==> src/rtl/tri_fn_alu_pkg.sv <==
package tri_fn_alu_pkg;

  localparam int CODE_W = 8;
  localparam int SEL_W  = 2;

  typedef enum logic [SEL_W-1:0] {
    CSEL_NONE = 2'b00,
    CSEL_ONE  = 2'b01,
    CSEL_CIN  = 2'b10,
    CSEL_RSVD = 2'b11
  } csel_e;

  typedef logic [CODE_W-1:0] fcode_t;

endpackage

==> src/rtl/tri_fn_minterm.sv <==
module tri_fn_minterm #(
  parameter int WIDTH = 32
) (
  input  tri_fn_alu_pkg::fcode_t code,
  input  logic [WIDTH-1:0]       in_a,
  input  logic [WIDTH-1:0]       in_b,
  input  logic [WIDTH-1:0]       in_c,
  output logic [WIDTH-1:0]       out_bits
);

  // One 8:1 selector per bit: the code is a truth table indexed by {c,b,a}.
  for (genvar i = 0; i < WIDTH; i++) begin : g_bit
    logic [2:0] idx;
    assign idx         = {in_c[i], in_b[i], in_a[i]};
    assign out_bits[i] = code[idx];
  end

endmodule

==> src/rtl/tri_fn_carry_sel.sv <==
module tri_fn_carry_sel (
  input  logic [tri_fn_alu_pkg::SEL_W-1:0] sel,
  input  logic                             cin,
  output logic                             inc
);
  import tri_fn_alu_pkg::*;

  csel_e mode;
  assign mode = csel_e'(sel);

  always_comb begin
    unique case (mode)
      CSEL_ONE: inc = 1'b1;
      CSEL_CIN: inc = cin;
      default:  inc = 1'b0;
    endcase
  end

endmodule

==> src/rtl/tri_fn_adder.sv <==
module tri_fn_adder #(
  parameter int WIDTH = 32
) (
  input  logic [WIDTH-1:0] x,
  input  logic [WIDTH-1:0] y,
  input  logic             inc,
  output logic [WIDTH-1:0] sum,
  output logic             cout
);

  localparam int EXT_W = WIDTH + 1;

  logic [EXT_W-1:0] total;

  assign total = {1'b0, x} + {1'b0, y} + {{WIDTH{1'b0}}, inc};
  assign sum   = total[WIDTH-1:0];
  assign cout  = total[WIDTH];

endmodule

==> src/rtl/tri_fn_alu.sv <==
module tri_fn_alu #(
  parameter int WIDTH = 32
) (
  input  logic                                 clk,
  input  logic                                 rst,
  input  logic                                 in_valid,
  input  logic                                 arith_mode,
  input  logic [tri_fn_alu_pkg::CODE_W-1:0]    fn_code,
  input  logic [tri_fn_alu_pkg::CODE_W-1:0]    sub1_code,
  input  logic [tri_fn_alu_pkg::CODE_W-1:0]    sub2_code,
  input  logic [tri_fn_alu_pkg::SEL_W-1:0]     carry_sel,
  input  logic                                 carry_in,
  input  logic [WIDTH-1:0]                     op_a,
  input  logic [WIDTH-1:0]                     op_b,
  input  logic [WIDTH-1:0]                     op_c,
  output logic                                 out_valid,
  output logic [WIDTH-1:0]                     result,
  output logic                                 carry_out
);

  localparam logic [WIDTH-1:0] ALL_ONES = {WIDTH{1'b1}};

  logic [WIDTH-1:0] bool_bits;
  logic [WIDTH-1:0] sub1_bits;
  logic [WIDTH-1:0] sub2_bits;
  logic [WIDTH-1:0] add_x;
  logic [WIDTH-1:0] add_y;
  logic [WIDTH-1:0] sum_w;
  logic             inc_w;
  logic             cout_w;

  // Boolean truth table over A, B, C.
  tri_fn_minterm #(.WIDTH(WIDTH)) u_bool (
    .code(fn_code), .in_a(op_a), .in_b(op_b), .in_c(op_c), .out_bits(bool_bits)
  );

  // Subfunctions of B and C: A is held at ones so only odd code bits matter.
  tri_fn_minterm #(.WIDTH(WIDTH)) u_sub1 (
    .code(sub1_code), .in_a(ALL_ONES), .in_b(op_b), .in_c(op_c), .out_bits(sub1_bits)
  );

  tri_fn_minterm #(.WIDTH(WIDTH)) u_sub2 (
    .code(sub2_code), .in_a(ALL_ONES), .in_b(op_b), .in_c(op_c), .out_bits(sub2_bits)
  );

  tri_fn_carry_sel u_csel (
    .sel(carry_sel), .cin(carry_in), .inc(inc_w)
  );

  always_comb begin
    if (arith_mode) begin
      add_x = op_a & sub1_bits;
      add_y = sub2_bits;
    end else begin
      add_x = bool_bits;
      add_y = '0;
    end
  end

  tri_fn_adder #(.WIDTH(WIDTH)) u_add (
    .x(add_x), .y(add_y), .inc(inc_w), .sum(sum_w), .cout(cout_w)
  );

  always_ff @(posedge clk) begin
    if (rst) begin
      out_valid <= 1'b0;
      result    <= '0;
      carry_out <= 1'b0;
    end else begin
      out_valid <= in_valid;
      if (in_valid) begin
        result    <= sum_w;
        carry_out <= cout_w;
      end
    end
  end

endmodule

==> config.mk <==
export PLATFORM = sky130hd
export DESIGN_NAME = tri_fn_alu
export DESIGN_NICKNAME = d
export VERILOG_FILES = /design/src/rtl/tri_fn_alu_pkg.sv /design/src/rtl/tri_fn_minterm.sv /design/src/rtl/tri_fn_carry_sel.sv /design/src/rtl/tri_fn_adder.sv /design/src/rtl/tri_fn_alu.sv
export SDC_FILE = /design/constraint.sdc
export NUM_CORES = 1
export LEC_CHECK = 0
export CAP_MARGIN = 20
export CORE_MARGIN = 1.5
export CORE_UTILIZATION = 45
export DETAILED_ROUTE_END_ITERATION = 12
export DONT_BUFFER_PORTS = 1
export SYNTH_ARGS = -nofsm -noshare
export SYNTH_HDL_FRONTEND = slang
export SYNTH_SLANG_ARGS = --single-unit
==> constraint.sdc <==
create_clock -name clk -period 3.15 [get_ports clk]
set_input_delay 0.315 -clock clk [delete_from_list [all_inputs] [get_ports clk]]
set_output_delay 0.315 -clock clk [all_outputs]
set_load 0.005 [all_outputs]
; ---- Word-level counts from Yosys, hierarchy flattened
; Index checks and enable logic that the tools add are counted.
[op_classes]
add_sub_neg = 2
order_cmp = 64
n_eq_ne = 2
muxes = 195
bitwise = 1
[ops]
columns = operator, n
row1 = $lt 3x4->1 const B, 64
row2 = $bmux 1 s2, 64
row3 = $bmux 1 s3, 32
row4 = $mux 1, 96
row5 = $mux 32, 2
row6 = $add 32x32->33, 1
row7 = $add 33x1->33, 1
row8 = $and 32x32->32, 1
row9 = $eq 2x1->1 const B, 1
row10 = $eq 2x2->1 const B, 1
row11 = $pmux 1 s2, 1
[word_totals]
reg_bits = 34
inputBits = 127
output_inout_bits = 34
wordCells = 267

; ---- Longest topological paths before layout
; Gate-level depths: netlist of run 1.
[depth]
depth_word = 6
ltp_mapped = 15
ltp_nobuf = 14

; ---- Modules after synthesis
; From an unflattened synthesis of run 1, not the netlist that was laid out.
[hier_totals]
hier_cells = 873
hier_area_um2 = 9878.2
[modules_own_cells]
columns = module, instances, cells_per_inst, area_per_inst_um2, seq_area_each_um2
row1 = tri_fn_minterm, 3, 120, 2015.7, 0.0
row2 = tri_fn_alu, 1, 248, 1935.6, 680.7
row3 = tri_fn_adder, 1, 259, 1854.3, 0.0
row4 = tri_fn_carry_sel, 1, 6, 41.3, 0.0

; ---- Worst setup path after synthesis of run 1
; OpenSTA, ideal clock, no wires.
[synth_path]
path_kind = input-to-reg
from = input op_a[0]
to = register result[30]
setup_ps = 117
t_arrival_ps = 3292
required_time_ps = 3033
path_slack_ps = -259
path_stages = 13
n_path_buf = 0
cell_sequence = mux4_2 > o21ai_0 > a221o_1 > fa_1 > inv_1 > fa_1 > a21o_1 > a221oi_2 > a211oi_1 > o2111ai_2 > a21oi_1 > or3_1 > a32o_1
[synth_via]
elab_chain_cells = 5
word_cells_on_any_way = 6
cone_classes = 2 x add/sub / 3 x mux / 1 x bitwise
[synth_lines]
columns = element, line_no
row1 = from (decl), tri_fn_alu.sv:13  ; input logic [WIDTH-1:0] op_a,
row2 = $bmux 1 s3, tri_fn_minterm.sv:15  ; assign out_bits[i] = code[idx];
row3 = $mux 1 (implied by the code), tri_fn_minterm.sv:15
row4 = $mux 32 *, tri_fn_alu.sv:51  ; if (arith_mode) begin
row5 = $add 32x32->33 *, tri_fn_adder.sv:15  ; assign total = {1'b0, x} + {1'b0, y} + {{WIDTH{1'b0}}, inc};
row6 = $add 33x1->33 *, tri_fn_adder.sv:15
row7 = to (signal assigned), tri_fn_alu.sv:72  ; result <= sum_w;
row8 = to (decl), tri_fn_alu.sv:17  ; output logic [WIDTH-1:0] result,
; Every way passes the cells marked *; elsewhere a longest branch is shown, timed or not. The select of a mux whose other input is x is not followed.
; A chain may end at the register's enable or synchronous reset.

; ---- Worst setup path in the final report of run 1
[layout_path]
from = input op_a[0]
to = register result[26]
; The elaborated chain is that of the path after synthesis.

==> impl_metrics.py, run 1 <==
metrics = {
    "cts": {
        "clkTransAtPathRegs_ns": 0.05,
        "cts_tree": "yes",
        "numCtsBuffers": 5,
        "htreeDepth": 2,
        "insertion_delay_ns": 0.27,
        "clk_path_buf_depth": 2,
        "ctsRootBufferMaster": "clkbuf_16",
        "holdBufCountCts": 0,
        "cts_sinks": 34,
    },
    "floorplan": {
        "die_height_microns": 126.2,
        "rows": 44,
        "die_area_sq_um": 15920,
        "ios": 161,
        "initial_core_util": 0.4644,
        "coreArea_sq_um": 14700,
        "die_w_microns": 126.2,
    },
    "routing": {
        "vias_per_cell": 7.073,
        "drc": 0,
        "ant_nets": 0,
        "vias": 5934,
        "drtIter0Drc": 607,
        "wl_per_cell_microns": 25.23,
        "wl_mm": 21.16,
        "drtPass1Iterations": 5,
    },
    "placed_design": {
        "place.detailed.hpwl_mm": 15.69,
        "place_area_sq_um": 7042,
        "gp_congestion": 0.9785,
        "port_buffers": 0,
        "dpl_worst_slack_ns": -0.3622,
    },
    "layout": {
        "n_antenna_cell": 0,
        "area_growth_syn_to_layout_pct": 5.682,
        "drive_gt1_frac": 0.2779,
        "fin_nets": 816,
        "num-fill-cells": 1359,
        "postLayoutCellArea_sq_um": 7214,
    },
    "run": {
        "drv_cap": 0,
    },
    "setup_path": {
        "r2r_cells": 1,
        "critPathCaptureType": "flip-flop",
        "crit_path_start_kind": "input port",
        "crit_fanout": 3,
        "timing.critical_path.required_ns": 3.32,
        "arrival_ns": 3.36,
        "crit_type": "in -> reg",
    },
    "status": {
        "outcome": "finished with violations",
        "violations": "setup timing",
    },
    "global_routing": {
        "grt_pass1_vias": 5904,
        "antenna_found_initial": 0,
        "grt_max_degree": 99,
        "grt_first_pass_wirelength_mm": 33.15,
        "grt.overflow.total": 0,
        "track_usage": 0.2640,
    },
    "sta": {
        "slew_headroom": 0.6474,
        "period_share": 1.013,
        "rsz0062_at_grt": "yes",
        "finalSetupViolCount": 2,
        "finalHoldViolCount": 0,
        "clock_skew_ns": 0,
        "fin_setup_tns_ns": -0.06806,
        "fin_crit_ns": 3.192,
        "max_slew.worst_pin.slew_ns": 0.5241,
        "layout_setup_ws_ns": -0.04189,
        "slew_violations": 0,
        "max_freq_mhz": 313.3,
    },
    "logic_synthesis": {
        "yosys_most_used_dff": "dfxtp_1",
        "syn-mean-instance-area_sq_um": 9.951,
        "yosys-top-cells-area": "mux4_2, dfxtp_1, ha_1",
        "synth-seq-cells": 34,
        "syn-cell-area_sq_um": 6827,
        "synth_warnings": 0,
        "synth_edf_count": 0,
        "synthesis.nets": 848,
        "netlist-cell-type-count": 46,
        "syn_inst": 686,
        "synth_top_cell_by_area": "mux4_2",
        "ys_seq_area_frac": 0.09971,
        "ys_async_sr_fraction": 0,
        "synth_top_area_frac": 0.4190,
    },
    "pwr": {
        "p_leak_uw": 0.002647,
        "pwr_density_cell_nw_per_um2": 297.1,
        "power_uw": 2144,
        "vdd_drop_max_mv": 0.2825,
    },
    "worst_hold_path": {
        "hp-class": "in -> reg",
        "min_path_cells": 1,
    },
}
## flip-flops by register name, indices dropped and copies added, names as in the netlist
signal / cells
result: 32
carry_out: 1
out_valid: 1
## repair_timing
| item | in CTS | in global routing |
|---|---|---|
| gates resized for setup | 1 | 3 |
| cloned | 0 | 0 |
| setup endpoints to repair | 2 | 8 |
| buffers inserted | 0 | 0 |
| pin swaps | 4 | 2 |
## logic make-up after synthesis
family	after synthesis	synth area share
muxes	169	0.4808
xor gates and xnor gates	21	0.02694
buffers and inverters	84	0.04656
adders and majority gates	35	0.06635
DFF	34	0.09971
AOI/OAI and AO/OA	162	0.1483
and+or+nand+nor	181	0.1314
## layout make-up
class	instances	area [sq um]	area share
Clock buffer	7	142.6	0.01977
Clock inverter	1	5.005	0.0006937
Inverter	13	48.80	0.006764
Multi-Input combinational cell	568	5867	0.8132
Sequential cell	34	680.7	0.09435
Tap cell	184	230.2	0.03191
Timing Repair Buffer	32	240.2	0.03330
## where the power goes
group,switching (uW),internal [uW]
Sequential,47.4,489
Clock,162,313
Combinational,509,623
Total,718,1430
## Yosys cell counts (2+ instances only)
master	instances
o2111ai_1	2
mux4_2	127
o21bai_1	4
inv_1	13
dfxtp_1	34
and2_1	32
nor2b_1	6
nor2_1	32
nand2_1	42
mux2i_1	41
nand3b_1	2
and3_1	3
fa_1	2
o21ai_1	5
a2111o_1	2
a31oi_1	4
clkbuf_1	69
xnor2_1	10
a221o_1	2
a32o_1	4
a221oi_1	2
nand2b_1	5
o21ai_0	63
ha_1	33
or3_1	5
nand4_1	5
a211oi_2	2
a21oi_1	45
o211ai_1	4
a21o_1	10
nor3_1	3
buf_2	2
xor2_1	11
nand3_1	42
a211oi_1	4
o21a_1	4
## worst paths after layout
kind	from	to	slack (ns)
max	op_a[0]	result[26]	-0.04
min	rst	result[17]	0.11
max reg2reg	result[21]	result[21]	2.40
min reg2reg	result[24]	result[24]	0.48
## routing by layer
metal,up-vias,wire [microns],track usage
met1,2910,8443,0.3551
li1,2658,-,-
met4,0,291,0.05544
met2,341,10130,0.4357
met5,-,0,0
met3,25,2302,0.06542
## stage by stage
step	std cells	hold slack, ns	utilization
after global placement	830	0.3892	0.4791
after detailed placement	830	0.3921	0.4791
after floorplan	686	0.4487	-
final	839	0.1081	0.4908
after CTS	838	0.1045	0.4894
after global routing	839	0.1030	0.4908
## cell usage in the layout (no fill, tap or decap), types with 3 or more instances in the layout
master and n:
nand4_1 5, a21oi_1 43, and3_1 3, xor2_1 11, a31oi_1 4, and2_1 32, clkbuf_16 5, mux2i_1 41
nor2_1 32, o21ai_1 5, a32o_1 4, inv_1 12, or3_1 5, a21o_1 10, buf_4 32, dfxtp_1 34
o211ai_1 4, o21a_1 4, nand2b_1 5, a211oi_2 3, xnor2_1 10, nand3_1 42, nand2_1 42, o21ai_0 62
o21bai_1 4, nor3_1 3, a211oi_1 3, nor2b_1 6, ha_1 33, mux4_2 127
## worst max-delay path, cell delays in order
cell and delay [ns]:
mux4_2 0.46, o21ai_1 0.13, a221o_1 0.23, fa_2 0.23, inv_2 0.04, fa_2 0.35, a21o_1 0.20, a221oi_4 0.28
a211oi_2 0.13, o2111ai_2 0.28, a21oi_1 0.13, or3_1 0.32, a32o_1 0.24
No activity file was read; power rests on OpenSTA's default activity.
==> inputs of run 2 (changes only) <==
CELL_PAD_IN_SITES_DETAIL_PLACEMENT = 1   (was unset)
CELL_PAD_IN_SITES_GLOBAL_PLACEMENT = 1   (was unset)
PLACE_DENSITY_LB_ADDON = 0.1   (was unset)
clock period = 2.9 ns   (was 3.15 ns; I/O delays follow)
==> impl_metrics.py, run 2 (synthesized netlist as in run 1, its figures left out) <==
metrics = {
    "status": {
        "outcome": "finished with violations",
        "violations": "setup timing",
    },
    "sta": {
        "slew_violations": 0,
        "finalHoldViolCount": 0,
        "finalSetupViolCount": 12,
        "max_slew.worst_pin.slew_ns": 0.5633,
        "max_freq_mhz": 310.5,
        "rsz0062_at_grt": "yes",
        "clock_skew_ns": 0,
        "layout_setup_ws_ns": -0.3202,
        "slew_headroom": 0.6205,
        "period_share": 1.110,
        "fin_crit_ns": 3.220,
    },
    "setup_path": {
        "cpPeakStageDelay_ns": 0.49,
        "critPathCaptureType": "flip-flop",
        "crit_fanout": 3,
        "slowest_stage": "mux4_2",
        "cpMostUsedCell": "fa_2",
        "crit_type": "in -> reg",
        "cp_cell_sequence": "mux4_2 > o21ai_2 > a221o_1 > fa_2 > inv_2 > fa_2 > a21o_1 > a221oi_4 > a211oi_2 > o2111ai_2 > a21oi_1 > or3_1 > a32o_1",
        "arrival_ns": 3.39,
        "timing.critical_path.required_ns": 3.07,
        "crit_path_start_kind": "input port",
    },
    "pwr": {
        "p_leak_uw": 0.002934,
        "vdd_drop_max_mv": 0.2827,
        "pwr_density_cell_nw_per_um2": 328.2,
    },
    "routing": {
        "vias_per_cell": 6.944,
        "drtIter0Drc": 375,
        "drtPass1Iterations": 5,
        "wl_per_cell_microns": 25.34,
        "wl_mm": 22.63,
        "ant_nets": 0,
        "drc": 0,
        "vias": 6201,
    },
    "layout": {
        "final_cell_mix": "mux4_2, buf_4, o21ai_0",
        "top_register": "result",
        "reg_top3": "result: 32 flops, carry_out: 1 flops, out_valid: 1 flops",
        "n_antenna_cell": 0,
        "drive_gt1_frac": 0.3681,
        "area_growth_syn_to_layout_pct": 14.19,
        "final_core_util": 0.5303,
        "final_common_cell": "mux4_2",
        "largest_register_ffs": 32,
        "fin_nets": 870,
    },
    "global_routing": {
        "grt_first_pass_wirelength_mm": 36.20,
        "grt_pass1_vias": 6755,
        "grt.overflow.total": 0,
        "grt_max_degree": 99,
        "antenna_found_initial": 0,
        "track_usage": 0.2850,
    },
    "placed_design": {
        "place.detailed.hpwl_mm": 17.25,
        "dpl_worst_slack_ns": -0.6607,
        "port_buffers": 0,
        "gp_congestion": 0.9818,
    },
    "cts": {
        "clkTransAtPathRegs_ns": 0.05,
        "insertion_delay_ns": 0.28,
        "clk_path_buf_depth": 2,
        "cts_tree": "yes",
        "ctsRootBufferMaster": "clkbuf_16",
        "holdBufCountCts": 0,
        "cts_sinks": 34,
        "numCtsBuffers": 5,
        "htreeDepth": 2,
    },
    "floorplan": {
        "die_area_sq_um": 15920,
        "ios": 161,
        "die_w_microns": 126.2,
        "rows": 44,
        "initial_core_util": 0.4644,
        "die_height_microns": 126.2,
        "coreArea_sq_um": 14700,
    },
    "worst_hold_path": {
        "hp-class": "in -> reg",
    },
    "run": {
        "drv_cap": 0,
    },
}
[run 2: cell types whose count changed in the layout (fill, tap and decap cells not counted), sizes merged]
cell	before	now
buf	32	86
[run 2: repair_timing]
action                     in CTS  in global routing
resized for setup               7                 30
setup buffers                   3                  8
cloned                          0                  0
setup endpoints to repair      10                 16
pin swaps                       8                 14
[run 2: worst paths after layout]
check	from	to	slack, ns	cells after the start
max	op_a[0]	result[26]	-0.32	13
min	rst	result[15]	0.08	1
max reg2reg	result[21]	result[21]	2.15	1
min reg2reg	result[22]	result[22]	0.47	2
[run 2: metal layers]
metal	up-vias	wire [microns]	part of all wire	track usage
met5	-	0	0	0
met4	0	428	0.019	0.06964
met3	32	1998	0.088	0.05905
met2	304	10840	0.48	0.4758
met1	3092	9362	0.41	0.3826
li1	2773	-	-	-
[run 2: cell type report]
| class | count | area (sq um) |
|---|---|---|
| Sequential cell | 34 | 680.7 |
| Fill cell | 1632 | 6904 |
| Clock inverter | 1 | 5.005 |
| Inverter | 13 | 48.80 |
| Clock buffer | 7 | 142.6 |
| Tap cell | 184 | 230.2 |
| Multi-Input combinational cell | 568 | 6035 |
| Timing Repair Buffer | 86 | 653.1 |
[run 2: metrics by stage]
step / cell area [sq um] / instances / TNS [ns] / power [uW] / hold slack (ns)
6_report: 7795 / 893 / -1.973 / 2559 / 0.08103
2_1_floorplan: 6969 / 686 / -1.065 / 1607 / 0.4419
5_1_grt: 7795 / 893 / -3.781 / 2720 / 0.07477
3_3_place_gp: 7408 / 874 / -4.956 / 1909 / 0.3645
3_5_place_dp: 7408 / 874 / -6.823 / 1951 / 0.3664
4_1_cts: 7604 / 885 / -1.389 / 2502 / 0.06868
[run 2: worst max-delay path, delay by kind of cell]
kind | cells | cell delay (ns)
compound gates | 8 | 1.65
fa+ha+maj | 2 | 0.58
buf+inv | 1 | 0.04
mux | 1 | 0.49
simple gates | 1 | 0.32
[run 2: where the power goes]
part	leakage, uW	internal, uW	switching, uW	total, uW
clock network	0.0000739	340	187	527
logic	0.00258	811	641	1450
registers	0.000280	531	47.5	579
total	0.00293	1680	876	2560
==> inputs of run 3 (changes only) <==
SKIP_LAST_GASP = 1   (was unset)
==> impl_metrics.py, run 3 (synthesized netlist as in run 1, its figures left out) <==
metrics = {
    "placed_design": {
        "place_area_sq_um": 7408,
        "port_buffers": 0,
        "gp_congestion": 0.9818,
        "dpl_worst_slack_ns": -0.6607,
        "place.detailed.hpwl_mm": 17.25,
        "dp.cells": 874,
    },
    "layout": {
        "area_growth_syn_to_layout_pct": 13.84,
        "top_register": "result",
        "drive_gt1_frac": 0.3639,
        "largest_register_ffs": 32,
        "final_common_cell": "mux4_2",
        "fin_nets": 870,
        "num-fill-cells": 1637,
        "multi_input_area_sq_um": 6011,
        "final_cell_mix": "mux4_2, buf_4, o21ai_0",
        "final_cells": 893,
        "postLayoutCellArea_sq_um": 7771,
        "regArea_sq_um": 680.7,
        "reg_top3": "result: 32 flops, carry_out: 1 flops, out_valid: 1 flops",
        "n_antenna_cell": 0,
    },
    "pwr": {
        "p_leak_uw": 0.002927,
        "p_int_uw": 1678,
        "switching_share": 0.3425,
        "switchingPower_uw": 874.1,
        "pwr-share-comb": 0.567,
        "clockPowerShare": 0.206,
        "vdd_drop_max_mv": 0.2844,
        "power_uw": 2552,
        "seq_power_share": 0.227,
        "pwr_density_cell_nw_per_um2": 328.4,
    },
    "routing": {
        "vias": 6200,
        "drtIter0Drc": 358,
        "drtPass1Iterations": 5,
        "wl_per_cell_microns": 25.35,
        "vias_per_cell": 6.943,
        "wl_mm": 22.64,
        "ant_nets": 0,
        "drc": 0,
    },
    "global_routing": {
        "antenna_found_initial": 0,
        "grt_first_pass_wirelength_mm": 36.23,
        "grt_pass1_vias": 6751,
        "track_usage": 0.2855,
        "grt.overflow.total": 0,
        "grt_max_degree": 99,
    },
    "status": {
        "violations": "setup timing",
        "outcome": "finished with violations",
    },
    "sta": {
        "slew_violations": 0,
        "fin_crit_ns": 3.217,
        "max_freq_mhz": 310.8,
        "finalSetupViolCount": 13,
        "clock_skew_ns": 0,
        "rsz0062_at_grt": "yes",
        "max_slew.worst_pin.slew_ns": 0.5704,
        "period_share": 1.109,
        "slew_headroom": 0.6157,
        "layout_setup_ws_ns": -0.3174,
        "hold_slack_ns": 0.08192,
        "finalHoldViolCount": 0,
    },
    "worst_hold_path": {
        "hp-start": "rst",
        "hp-class": "in -> reg",
    },
    "cts": {
        "holdBufCountCts": 0,
        "htreeDepth": 2,
        "clkTransAtPathRegs_ns": 0.05,
        "cts_sinks": 34,
        "ctsRootBufferMaster": "clkbuf_16",
        "insertion_delay_ns": 0.28,
        "cts_tree": "yes",
        "numCtsBuffers": 5,
        "clk_path_buf_depth": 2,
    },
    "floorplan": {
        "rows": 44,
        "initial_core_util": 0.4644,
        "die_height_microns": 126.2,
        "die_w_microns": 126.2,
        "ios": 161,
        "die_area_sq_um": 15920,
        "coreArea_sq_um": 14700,
    },
    "setup_path": {
        "crit_type": "in -> reg",
        "arrival_ns": 3.38,
        "r2r_start": "result[21]",
        "critPathCaptureType": "flip-flop",
        "crit_fanout": 3,
        "startpoint": "op_a[0]",
        "crit_path_start_kind": "input port",
        "timing.critical_path.required_ns": 3.07,
        "r2r_slack_ns": 2.15,
    },
    "run": {
        "drv_cap": 0,
    },
}
run 3: final cells by class:
cell class | count | share of cell area
Sequential cell | 34 | 0.08759
Tap cell | 184 | 0.02962
Inverter | 13 | 0.006279
Timing Repair Buffer | 86 | 0.08404
Clock buffer | 7 | 0.01835
Multi-Input combinational cell | 568 | 0.7735
Clock inverter | 1 | 0.0006440
run 3: through the flow:
step / utilization / TNS (ns)
6_report: 0.5287 / -2.091
5_1_grt: 0.5287 / -3.879
4_1_cts: 0.5171 / -1.451
3_5_place_dp: 0.5040 / -6.823
3_3_place_gp: 0.5040 / -4.956
2_1_floorplan: - / -1.065
run 3: routing by layer:
metal	vias up	routed length (microns)	track usage
li1	2773	-	-
met1	3130	9442	0.3823
met3	28	1866	0.05905
met4	0	410	0.06964
met5	-	0	0
met2	269	10920	0.4777
run 3: final timing paths:
path	to	depth (start not counted)
max reg2reg	result[21]	1
max	result[26]	13
min reg2reg	result[22]	2
min	result[15]	1
run 3: power by group through the flow:
stage	combinational, uW	sequential, uW	clock (uW)
detailed placement	1360	590	0
finish	1450	579	526
floorplan	1030	575	0
global route	1570	588	556
CTS	1380	580	541
global placement	1320	588	0
run 3: worst max-delay path, stage by stage:
cell	delay, ns
mux4_2	0.49
o21ai_2	0.14
a221o_1	0.24
fa_2	0.23
inv_2	0.04
fa_2	0.35
a21o_1	0.20
a221oi_4	0.27
a211oi_2	0.13
o2111ai_2	0.30
a21oi_1	0.12
or3_1	0.32
a32o_1	0.26
run 3: what timing repair did:
item                                    in CTS  in global routing
endpoints found under the setup margin      10                 16
pin swaps                                    8                 15
resized for setup                            5                 27
setup buffers                                3                  8
